<file path="config.mk">
export PLATFORM = sky130hd
export DESIGN_NAME = sysio_ctrl_regs
export DESIGN_NICKNAME = d
export VERILOG_FILES = /design/src/rtl/sysio_pkg.sv /design/src/rtl/sysio_port_decode.sv /design/src/rtl/sysio_reg_bank.sv /design/src/rtl/sysio_parity_window.sv /design/src/rtl/sysio_ctrl_regs.sv
export SDC_FILE = /design/constraint.sdc
export NUM_CORES = 1
export LEC_CHECK = 0
export ABC_AREA = 1
export BUFFER_PORTS_ARGS = -buffer_cell sky130_fd_sc_hd__buf_2
export CORE_MARGIN = 2
export CORE_UTILIZATION = 39
export DETAILED_ROUTE_END_ITERATION = 6
export PLACE_DENSITY_LB_ADDON = 0.3
export SYNTH_ARGS = -nofsm -noshare
export SYNTH_HDL_FRONTEND = slang
export SYNTH_SLANG_ARGS = --single-unit
</file>
<file path="constraint.sdc">
create_clock -name clk -period 1.27 [get_ports clk]
set_input_delay 0 -clock clk [delete_from_list [all_inputs] [get_ports clk]]
set_output_delay 0 -clock clk [all_outputs]
set_load 0.02 [all_outputs]
</file>
<file path="src/rtl/sysio_pkg.sv">
package sysio_pkg;
   localparam int NPORTS = 10;

   // port slot indices
   localparam int P_SRST  = 0;
   localparam int P_LIGHT = 1;
   localparam int P_EQUIP = 2;
   localparam int P_PW1   = 3;
   localparam int P_PW2   = 4;
   localparam int P_L2INV = 5;
   localparam int P_KEY   = 6;
   localparam int P_SCTL  = 7;
   localparam int P_MAP   = 8;
   localparam int P_BID   = 9;

   localparam logic [15:0] PORT_ADDR [NPORTS] = '{
      16'h0092, 16'h0808, 16'h080C, 16'h0810, 16'h0812,
      16'h0814, 16'h0818, 16'h081C, 16'h0850, 16'h0852};

   // slots that answer reads with real data
   localparam logic [NPORTS-1:0] READABLE =
      (NPORTS'(1) << P_SRST) | (NPORTS'(1) << P_EQUIP) | (NPORTS'(1) << P_KEY) |
      (NPORTS'(1) << P_SCTL) | (NPORTS'(1) << P_MAP)   | (NPORTS'(1) << P_BID);

   // reversed numbering: logical bit n lives on data bit 7-n
   function automatic int dbit(input int n);
      return 7 - n;
   endfunction

   localparam int SRST_BIT = dbit(7);
   localparam int LE_BIT   = dbit(6);
   localparam int MAP_BIT  = dbit(7);
   localparam logic [7:0] SCTL_MASK =
      (8'd1 << dbit(0)) | (8'd1 << dbit(1)) | (8'd1 << dbit(2)) | (8'd1 << dbit(3));

   localparam logic [1:0] SIZE_WORD = 2'b10;
endpackage

</file>
<file path="src/rtl/sysio_port_decode.sv">
module sysio_port_decode
   import sysio_pkg::*;
#(
   parameter int ADDR_W = 16
) (
   input  logic [ADDR_W-1:0]  addr,
   output logic [NPORTS-1:0]  hit
);
   generate
      if (ADDR_W < 12 || ADDR_W > 16) begin : g_bad_width
         $error("sysio_port_decode: ADDR_W must lie in 12..16");
      end
      for (genvar i = 0; i < NPORTS; i++) begin : g_cmp
         assign hit[i] = (addr == ADDR_W'(PORT_ADDR[i]));
      end
   endgenerate

   always_comb begin
      assert_hit_unique_R8: assert ($onehot0(hit))
         else $error("port decode produced multiple hits");
   end
endmodule

</file>
<file path="src/rtl/sysio_reg_bank.sv">
module sysio_reg_bank
   import sysio_pkg::*;
#(
   parameter logic [7:0] EQUIP_VAL = 8'h00,
   parameter logic [7:0] BOARD_ID  = 8'h00
) (
   input  logic              clk,
   input  logic              rst,
   input  logic              rd,
   input  logic              wr,
   input  logic [7:0]        wdata,
   input  logic [NPORTS-1:0] hit,
   output logic [7:0]        rdata,
   output logic              soft_reset,
   output logic              map_noncontig,
   output logic              endian_err
);
   logic       srst_q, err_q, map_q;
   logic [7:0] sctl_q, rdata_q, rd_mux;

   always_comb begin
      rd_mux = 8'hFF;
      if (|(hit & READABLE)) begin
         rd_mux = 8'h00;
         if (hit[P_SRST])  rd_mux[SRST_BIT] = srst_q;
         if (hit[P_EQUIP]) rd_mux = EQUIP_VAL;
         if (hit[P_SCTL])  rd_mux = sctl_q;
         if (hit[P_MAP])   rd_mux[MAP_BIT] = map_q;
         if (hit[P_BID])   rd_mux = BOARD_ID;
      end
   end

   always_ff @(posedge clk) begin
      if (rst) begin
         srst_q  <= 1'b0;
         err_q   <= 1'b0;
         map_q   <= 1'b1;
         sctl_q  <= 8'h00;
         rdata_q <= 8'h00;
      end else begin
         if (wr) begin
            if (hit[P_SRST]) begin
               srst_q <= wdata[SRST_BIT];
               if (wdata[LE_BIT]) err_q <= 1'b1;
            end
            if (hit[P_SCTL]) sctl_q <= wdata & SCTL_MASK;
            if (hit[P_MAP])  map_q  <= wdata[MAP_BIT];
         end
         if (rd) rdata_q <= rd_mux;
      end
   end

   assign rdata         = rdata_q;
   assign soft_reset    = srst_q;
   assign map_noncontig = map_q;
   assign endian_err    = err_q;

   assert_srst_follow_R2: assert property (@(posedge clk) disable iff (rst)
      (wr && hit[P_SRST]) |=> (soft_reset == $past(wdata[SRST_BIT])));
   assert_err_sticky_R3: assert property (@(posedge clk) disable iff (rst)
      endian_err |=> endian_err);
   assert_err_cause_R3: assert property (@(posedge clk) disable iff (rst)
      $rose(endian_err) |-> $past(wr && hit[P_SRST] && wdata[LE_BIT]));
   assert_sctl_mask_R4: assert property (@(posedge clk) disable iff (rst)
      (rd && hit[P_SCTL]) |=> (rdata[3:0] == 4'h0));
   assert_map_follow_R5: assert property (@(posedge clk) disable iff (rst)
      (wr && hit[P_MAP]) |=> (map_noncontig == $past(wdata[MAP_BIT])));
   assert_rdata_hold_R9: assert property (@(posedge clk) disable iff (rst)
      !rd |=> $stable(rdata));
endmodule

</file>
<file path="src/rtl/sysio_parity_window.sv">
module sysio_parity_window
   import sysio_pkg::*;
#(
   parameter logic [31:0] PARITY_BASE = 32'hBFFF_EFF0,
   parameter bit          ENABLE      = 1'b1
) (
   input  logic        clk,
   input  logic        rst,
   input  logic        mem_rd,
   input  logic [31:0] mem_addr,
   input  logic [1:0]  mem_size,
   output logic        mem_ack,
   output logic [31:0] mem_rdata
);
   generate
      if (PARITY_BASE[1:0] != 2'b00) begin : g_bad_base
         $error("sysio_parity_window: PARITY_BASE must be word aligned");
      end
      if (ENABLE) begin : g_win
         logic ack_q;
         always_ff @(posedge clk) begin
            if (rst) ack_q <= 1'b0;
            else     ack_q <= mem_rd && (mem_size == SIZE_WORD) &&
                              (mem_addr == PARITY_BASE);
         end
         assign mem_ack   = ack_q;
         assign mem_rdata = 32'h0;

         assert_ack_cause_R10: assert property (@(posedge clk) disable iff (rst)
            mem_ack |-> $past(mem_rd && mem_size == SIZE_WORD));
         assert_ack_pulse_R10: assert property (@(posedge clk) disable iff (rst)
            (mem_ack && !$past(mem_rd)) |-> 1'b0);
      end else begin : g_nowin
         assign mem_ack   = 1'b0;
         assign mem_rdata = 32'h0;
      end
   endgenerate

   always_comb begin
      assert_rdata_zero_R10: assert (!mem_ack || mem_rdata == 32'h0)
         else $error("parity window returned nonzero");
   end
endmodule

</file>
<file path="src/rtl/sysio_ctrl_regs.sv">
module sysio_ctrl_regs
   import sysio_pkg::*;
#(
   parameter int          ADDR_W      = 16,
   parameter logic [7:0]  EQUIP_VAL   = 8'h00,
   parameter logic [7:0]  BOARD_ID    = 8'h00,
   parameter logic [31:0] PARITY_BASE = 32'hBFFF_EFF0,
   parameter bit          PARITY_EN   = 1'b1
) (
   input  logic              clk,
   input  logic              rst,
   input  logic [ADDR_W-1:0] io_addr,
   input  logic              io_rd,
   input  logic              io_wr,
   input  logic [7:0]        io_wdata,
   output logic [7:0]        io_rdata,
   input  logic [31:0]       mem_addr,
   input  logic              mem_rd,
   input  logic [1:0]        mem_size,
   output logic              mem_ack,
   output logic [31:0]       mem_rdata,
   output logic              soft_reset,
   output logic              map_noncontig,
   output logic              endian_err
);
   logic [NPORTS-1:0] hit;

   sysio_port_decode #(.ADDR_W(ADDR_W)) decode_i (
      .addr (io_addr),
      .hit  (hit)
   );

   sysio_reg_bank #(.EQUIP_VAL(EQUIP_VAL), .BOARD_ID(BOARD_ID)) bank_i (
      .clk           (clk),
      .rst           (rst),
      .rd            (io_rd),
      .wr            (io_wr),
      .wdata         (io_wdata),
      .hit           (hit),
      .rdata         (io_rdata),
      .soft_reset    (soft_reset),
      .map_noncontig (map_noncontig),
      .endian_err    (endian_err)
   );

   sysio_parity_window #(.PARITY_BASE(PARITY_BASE), .ENABLE(PARITY_EN)) win_i (
      .clk       (clk),
      .rst       (rst),
      .mem_rd    (mem_rd),
      .mem_addr  (mem_addr),
      .mem_size  (mem_size),
      .mem_ack   (mem_ack),
      .mem_rdata (mem_rdata)
   );

   assert_reset_state_R1: assert property (@(posedge clk)
      rst |=> (map_noncontig && !soft_reset && !endian_err && io_rdata == 8'h00));
endmodule

</file>
---- After elaboration in Yosys (flattened, before gate mapping) ----
Index checks and enable logic that the tools add are counted.
W data, S select, Z words.
storage, ports and cells
  flip-flop bits (word level) ............. 16
  input port bits ......................... 63
  output and inout port bits .............. 44
  logic and storage cells ................. 27
operators by class
  equality and inequality tests ........... 8
  muxes and demuxes ....................... 6
  reductions and logical operators ........ 7
operators with widths
  cell                    count
  $eq A16 B12 Y1 const B  5
  $eq A32 B32 Y1 const B  1
  $mux W8                 3
  $eq A16 B8 Y1 const B   1
  $reduce_and A2 Y1       3
  $reduce_or A6 Y1        1
  $mux W1                 3
  $reduce_and A3 Y1       1
  $eq A2 B2 Y1 const B    1
  $logic_and A1 B1 Y1     2

---- Longest topological paths before layout ----
  depth after elaboration ................. 7
  gate-level depth with buffers ........... 11

---- Hierarchy ----
Synthesis repeated with hierarchy kept, for this count alone.
unflattened totals
  cell total of the unflattened synthesis .. 210
  area, all modules ....................... 1266.2 µm²
modules (own cells, without submodules)
  module               times used  cells an instance  area each (µm²)  sequential area each (µm²)
  sysio_reg_bank       1           80                 581.8            260.2
  sysio_parity_window  1           64                 391.6            20.0
  sysio_port_decode    1           66                 292.8            0.0

---- Least setup slack after synthesis ----
OpenSTA, ideal clock, no wires.
  path kind ............................... input -> register
  from .................................... input port io_addr[15]
  to ...................................... register bank_i.sctl_q[4]
  setup time .............................. 0.117 ns
  data arrival time ....................... 0.802 ns
  data required time ...................... 1.153 ns
  setup slack ............................. 0.351 ns
  stages .................................. 8
  path buffers ............................ 0
  cell sequence ........................... nor2_1 -> nand2_2 -> nor2_8 -> nand2_4 -> nor2_8 -> nand2_4 -> o21ai_1 -> a21oi_1
on the way
  cells in the longest elaborated chain, start to end .. 2
RTL lines
  what                                line                     RTL
  from (decl)                         sysio_ctrl_regs.sv:12    input logic [ADDR_W-1:0] io_addr,
  $eq A16 B12 Y1                      sysio_port_decode.sv:14  assign hit[i] = (addr == ADDR_W'(PORT_ADDR[i]));
  $reduce_and A2 Y1 (no source line)  n/a
  to (signal assigned)                sysio_reg_bank.sv:46     if (hit[P_SCTL]) sctl_q <= wdata & SCTL_MASK;
  to (decl)                           sysio_reg_bank.sv:19     logic [7:0] sctl_q, rdata_q, rd_mux;
No other way between the ends.
A chain may end at the register's enable or synchronous reset.

==> results by stage <==
Synth:
- For this run, the leading register cell type out of synthesis is sky130_fd_sc_hd__dfxtp_1.
- The cell count after synthesis is 200.
- The count of distinct cell types in the synthesized netlist is 26.
- In this run, synthesis produced a sequential element count of 14.
- The post-synthesis sequential area ratio is 21.6%.
- A synthesized cell averages 6.49 µm².
- The netlist area before placement is 0.00130 mm².
- In the synthesized netlist the async set-or-reset flop fraction comes to 0%.
- The Yosys step of the flow raised 0 warnings.
- In this run, synthesis inferred 0 flip-flops with an integrated enable.

Finish:
- Cells with a size suffix above 1 make up a little over a third of the layout.
- At the end of the flow, the number of nets in the layout was 345.
- The layout overhead on the synthesized area is 30.4%.
- Fill cells in the final layout number 342.
- The final design area excluding fillers is 0.00169 mm².
- The total inserted antenna cells is 0.
- The top cell types in the final layout, fill and taps aside, are sky130_fd_sc_hd__buf_2 (72), sky130_fd_sc_hd__conb_1 (32), sky130_fd_sc_hd__nor2_1 (30).
- The library cell used most frequently in the layout, excluding fill and tap cells, is sky130_fd_sc_hd__buf_2.

Setup path:
- Data arrives at the worst endpoint at 1140 ps.
- The critical path startpoint category is a primary input.
- The number of cell instances on the worst register-to-register path is 6.
- The type of destination of the critical path is a flip-flop.
- In this run the worst path has a maximum fanout of 8.
- The class of the most critical setup path is primary input to flip-flop.
- For the worst setup path, the data required time is 1490 ps.

Global routing:
- The initial antenna violation count is 0.
- The first global-routing pass estimated around 4400 µm of wire.
- The overall routing resource usage is 15.9%.
- The via count of the first global-routing pass was 1,111.
- Entering global routing, the biggest net connects 13 pins.
- After global routing the overflow that remains totals 0.

Placed design:
- After detailed placement, the total cell area comes to 0.00157 mm².
- Detailed placement ended at an HPWL of 2380 µm.
- Prior to clock tree synthesis, the placed netlist has a worst setup slack of 108 ps.
- During placement, the flow inserted port buffers numbering 72.
- The weighted congestion reported at the end of routability-driven placement is 0.864.

Timing:
- After routing, the total negative slack on setup checks comes to 0 ps.
- The final worst clock skew is around 7.6 ps.
- The final number of max-transition violations is 0.
- Setup repair after global routing left no endpoint under its margin.
- The worst path setup slack after routing is ~350 ps.
- The clock period minus worst slack is between 900 and 1000 ps.
- The total count of hold-check failures in the final report came to 0.
- Setup violations remaining at the end of the flow were counted as 0.
- The final critical-path share of the clock period is 72.6%.
- The achievable frequency is between 1000 and 1500 MHz.

Pwr:
- The total power divided by cell area is between 600 and 700 mW/mm².
- For this design the static power due to leakage is 0.000983 µW.
- Across the VDD grid, the largest voltage drop is 0.484 mV.

CTS:
- The clock net in this run drives a total of 14 sinks.
- The clock transition at the register clock pins on the worst setup and hold paths after CTS is 90 ps.
- The tree is rooted in a sky130_fd_sc_hd__clkbuf_4.
- The clock latency of the later-clocked register in the worst-skew pair is 280 ps.
- In this run, CTS created clock tree buffers numbering 3.
- The worst-case clock buffer depth is 2.
- The number of hold buffers added after CTS was 9.
- CTS built an H-tree with a depth of 1.
- The buffers inserted during post-CTS setup optimization is 0.
- The TritonCTS clock tree is yes.
- Gates resized during post-CTS repair numbered 0.

Drt:
- Dividing the detail-routed via count by the number of cells gives roughly 4.2.
- After detailed routing, the average wire length per cell comes to 8.81 µm.
- The starting DRC count in detailed routing is 45.
- Once detail routing completed, the nets flagged for antenna violations numbered 0.
- The final layout contains routed wiring with a total length of roughly 2900 µm.
- Before antenna repair, the detailed router went through 4 iterations.
- The total number of vias is 1,364.
- For this run, design rule violations remaining after detail routing come to 0.

Floorplan:
- In this run the vertical extent of the chip is around 62 µm.
- The total number of placement rows is 20.
- The die covers approximately 0.0038 mm².
- The floorplan step set the die width to 61.7 µm.
- The initial cell density of the core is 41.9%.
- The area of the placeable core is 0.00310 mm².
- In this run the count of I/O pins placed on the die edge is 107.

Worst hold path:
- The instance count along the most critical hold path is 3.
- The min-delay analysis places its worst path in the category primary input to flip-flop.

Outcome:
- The flow ran to the end, and the final reports show no timing, DRC or antenna violations.

Flow run:
- The count of maximum capacitance violations is 0.
Yosys cell counts (4+ instances only):
cell	instances	area [µm²]
sky130_fd_sc_hd__buf_4	34	255
sky130_fd_sc_hd__nor2_1	30	113
sky130_fd_sc_hd__nand2_1	29	109
sky130_fd_sc_hd__inv_1	28	105
sky130_fd_sc_hd__dfxtp_1	14	280
sky130_fd_sc_hd__nand3_1	12	60.1
sky130_fd_sc_hd__a21oi_1	7	35.0
sky130_fd_sc_hd__nand4_1	6	37.5
sky130_fd_sc_hd__nor2_2	6	37.5
sky130_fd_sc_hd__o21ai_1	6	30.0
sky130_fd_sc_hd__nand2_2	4	25.0
sky130_fd_sc_hd__o21ai_0	4	20.0
registers in the layout, summed over array words and instances, names as in the netlist:
register              count
bank_i.map_noncontig      1
bank_i.soft_reset         1
bank_i.endian_err         1
bank_i.rdata              6
win_i.mem_ack             1
bank_i.sctl_q             4
stage by stage:
step	hold slack [ps]	power (µW)	cells	utilization, %
after detailed placement	246	791	312	50.5
final	17.8	1120	325	54.6
after global placement	248	788	312	50.5
after CTS	19.1	1130	325	54.6
after global routing	29.6	1200	325	54.6
after floorplan	69.1	740	231	-
worst max-delay path: stages:
cell	delay (ps)
sky130_fd_sc_hd__dlygate4sd3_1	520
sky130_fd_sc_hd__buf_2	170
sky130_fd_sc_hd__inv_1	190
sky130_fd_sc_hd__o21ai_1	110
sky130_fd_sc_hd__a21oi_1	130
report_power, final:
| part | total (µW) | internal, µW | switching [µW] |
|---|---|---|---|
| Sequential | 459 | 452 | 6.46 |
| Clock | 321 | 174 | 146 |
| Combinational | 345 | 128 | 217 |
| Total | 1120 | 755 | 370 |
kinds of logic (layout without fill, tap and decap cells):
logic type      Yosys count  after routing  share of synthesized area, %
other cells               1             32                         0.289
compound gates           21             21                          9.15
simple gates             99             99                          40.1
buf+inv                  65            115                          28.9
flops                    14             14                          21.6
final cells by class:
class                           instances  area (µm²)  share of cell area (%)
Clock buffer                            4        36.3                    2.14
Inverter                               30         113                    6.65
Multi-Input combinational cell        152         759                    44.8
Sequential cell                        14         280                    16.5
Tap cell                               44        55.1                    3.25
Timing Repair Buffer                   81         450                    26.6
routing by layer:
metal / routed length [µm] / track usage [%]
met4: 38 / 5.47
met2: 1390 / 27.2
met3: 236 / 4.55
met5: 0 / 0
met1: 1190 / 19.0
path summary, 6_finish.rpt:
kind | startpoint | to | slack, ps
hold reg to reg | bank_i.sctl_q[5] | bank_i.sctl_q[5] | 450
hold / removal | io_wdata[7] | bank_i.sctl_q[7] | 20
setup / recovery | rst | bank_i.sctl_q[4] | 350
setup reg to reg | bank_i.map_noncontig | bank_i.rdata[0] | 510
Note: power is estimated with default switching activity, not from simulation.
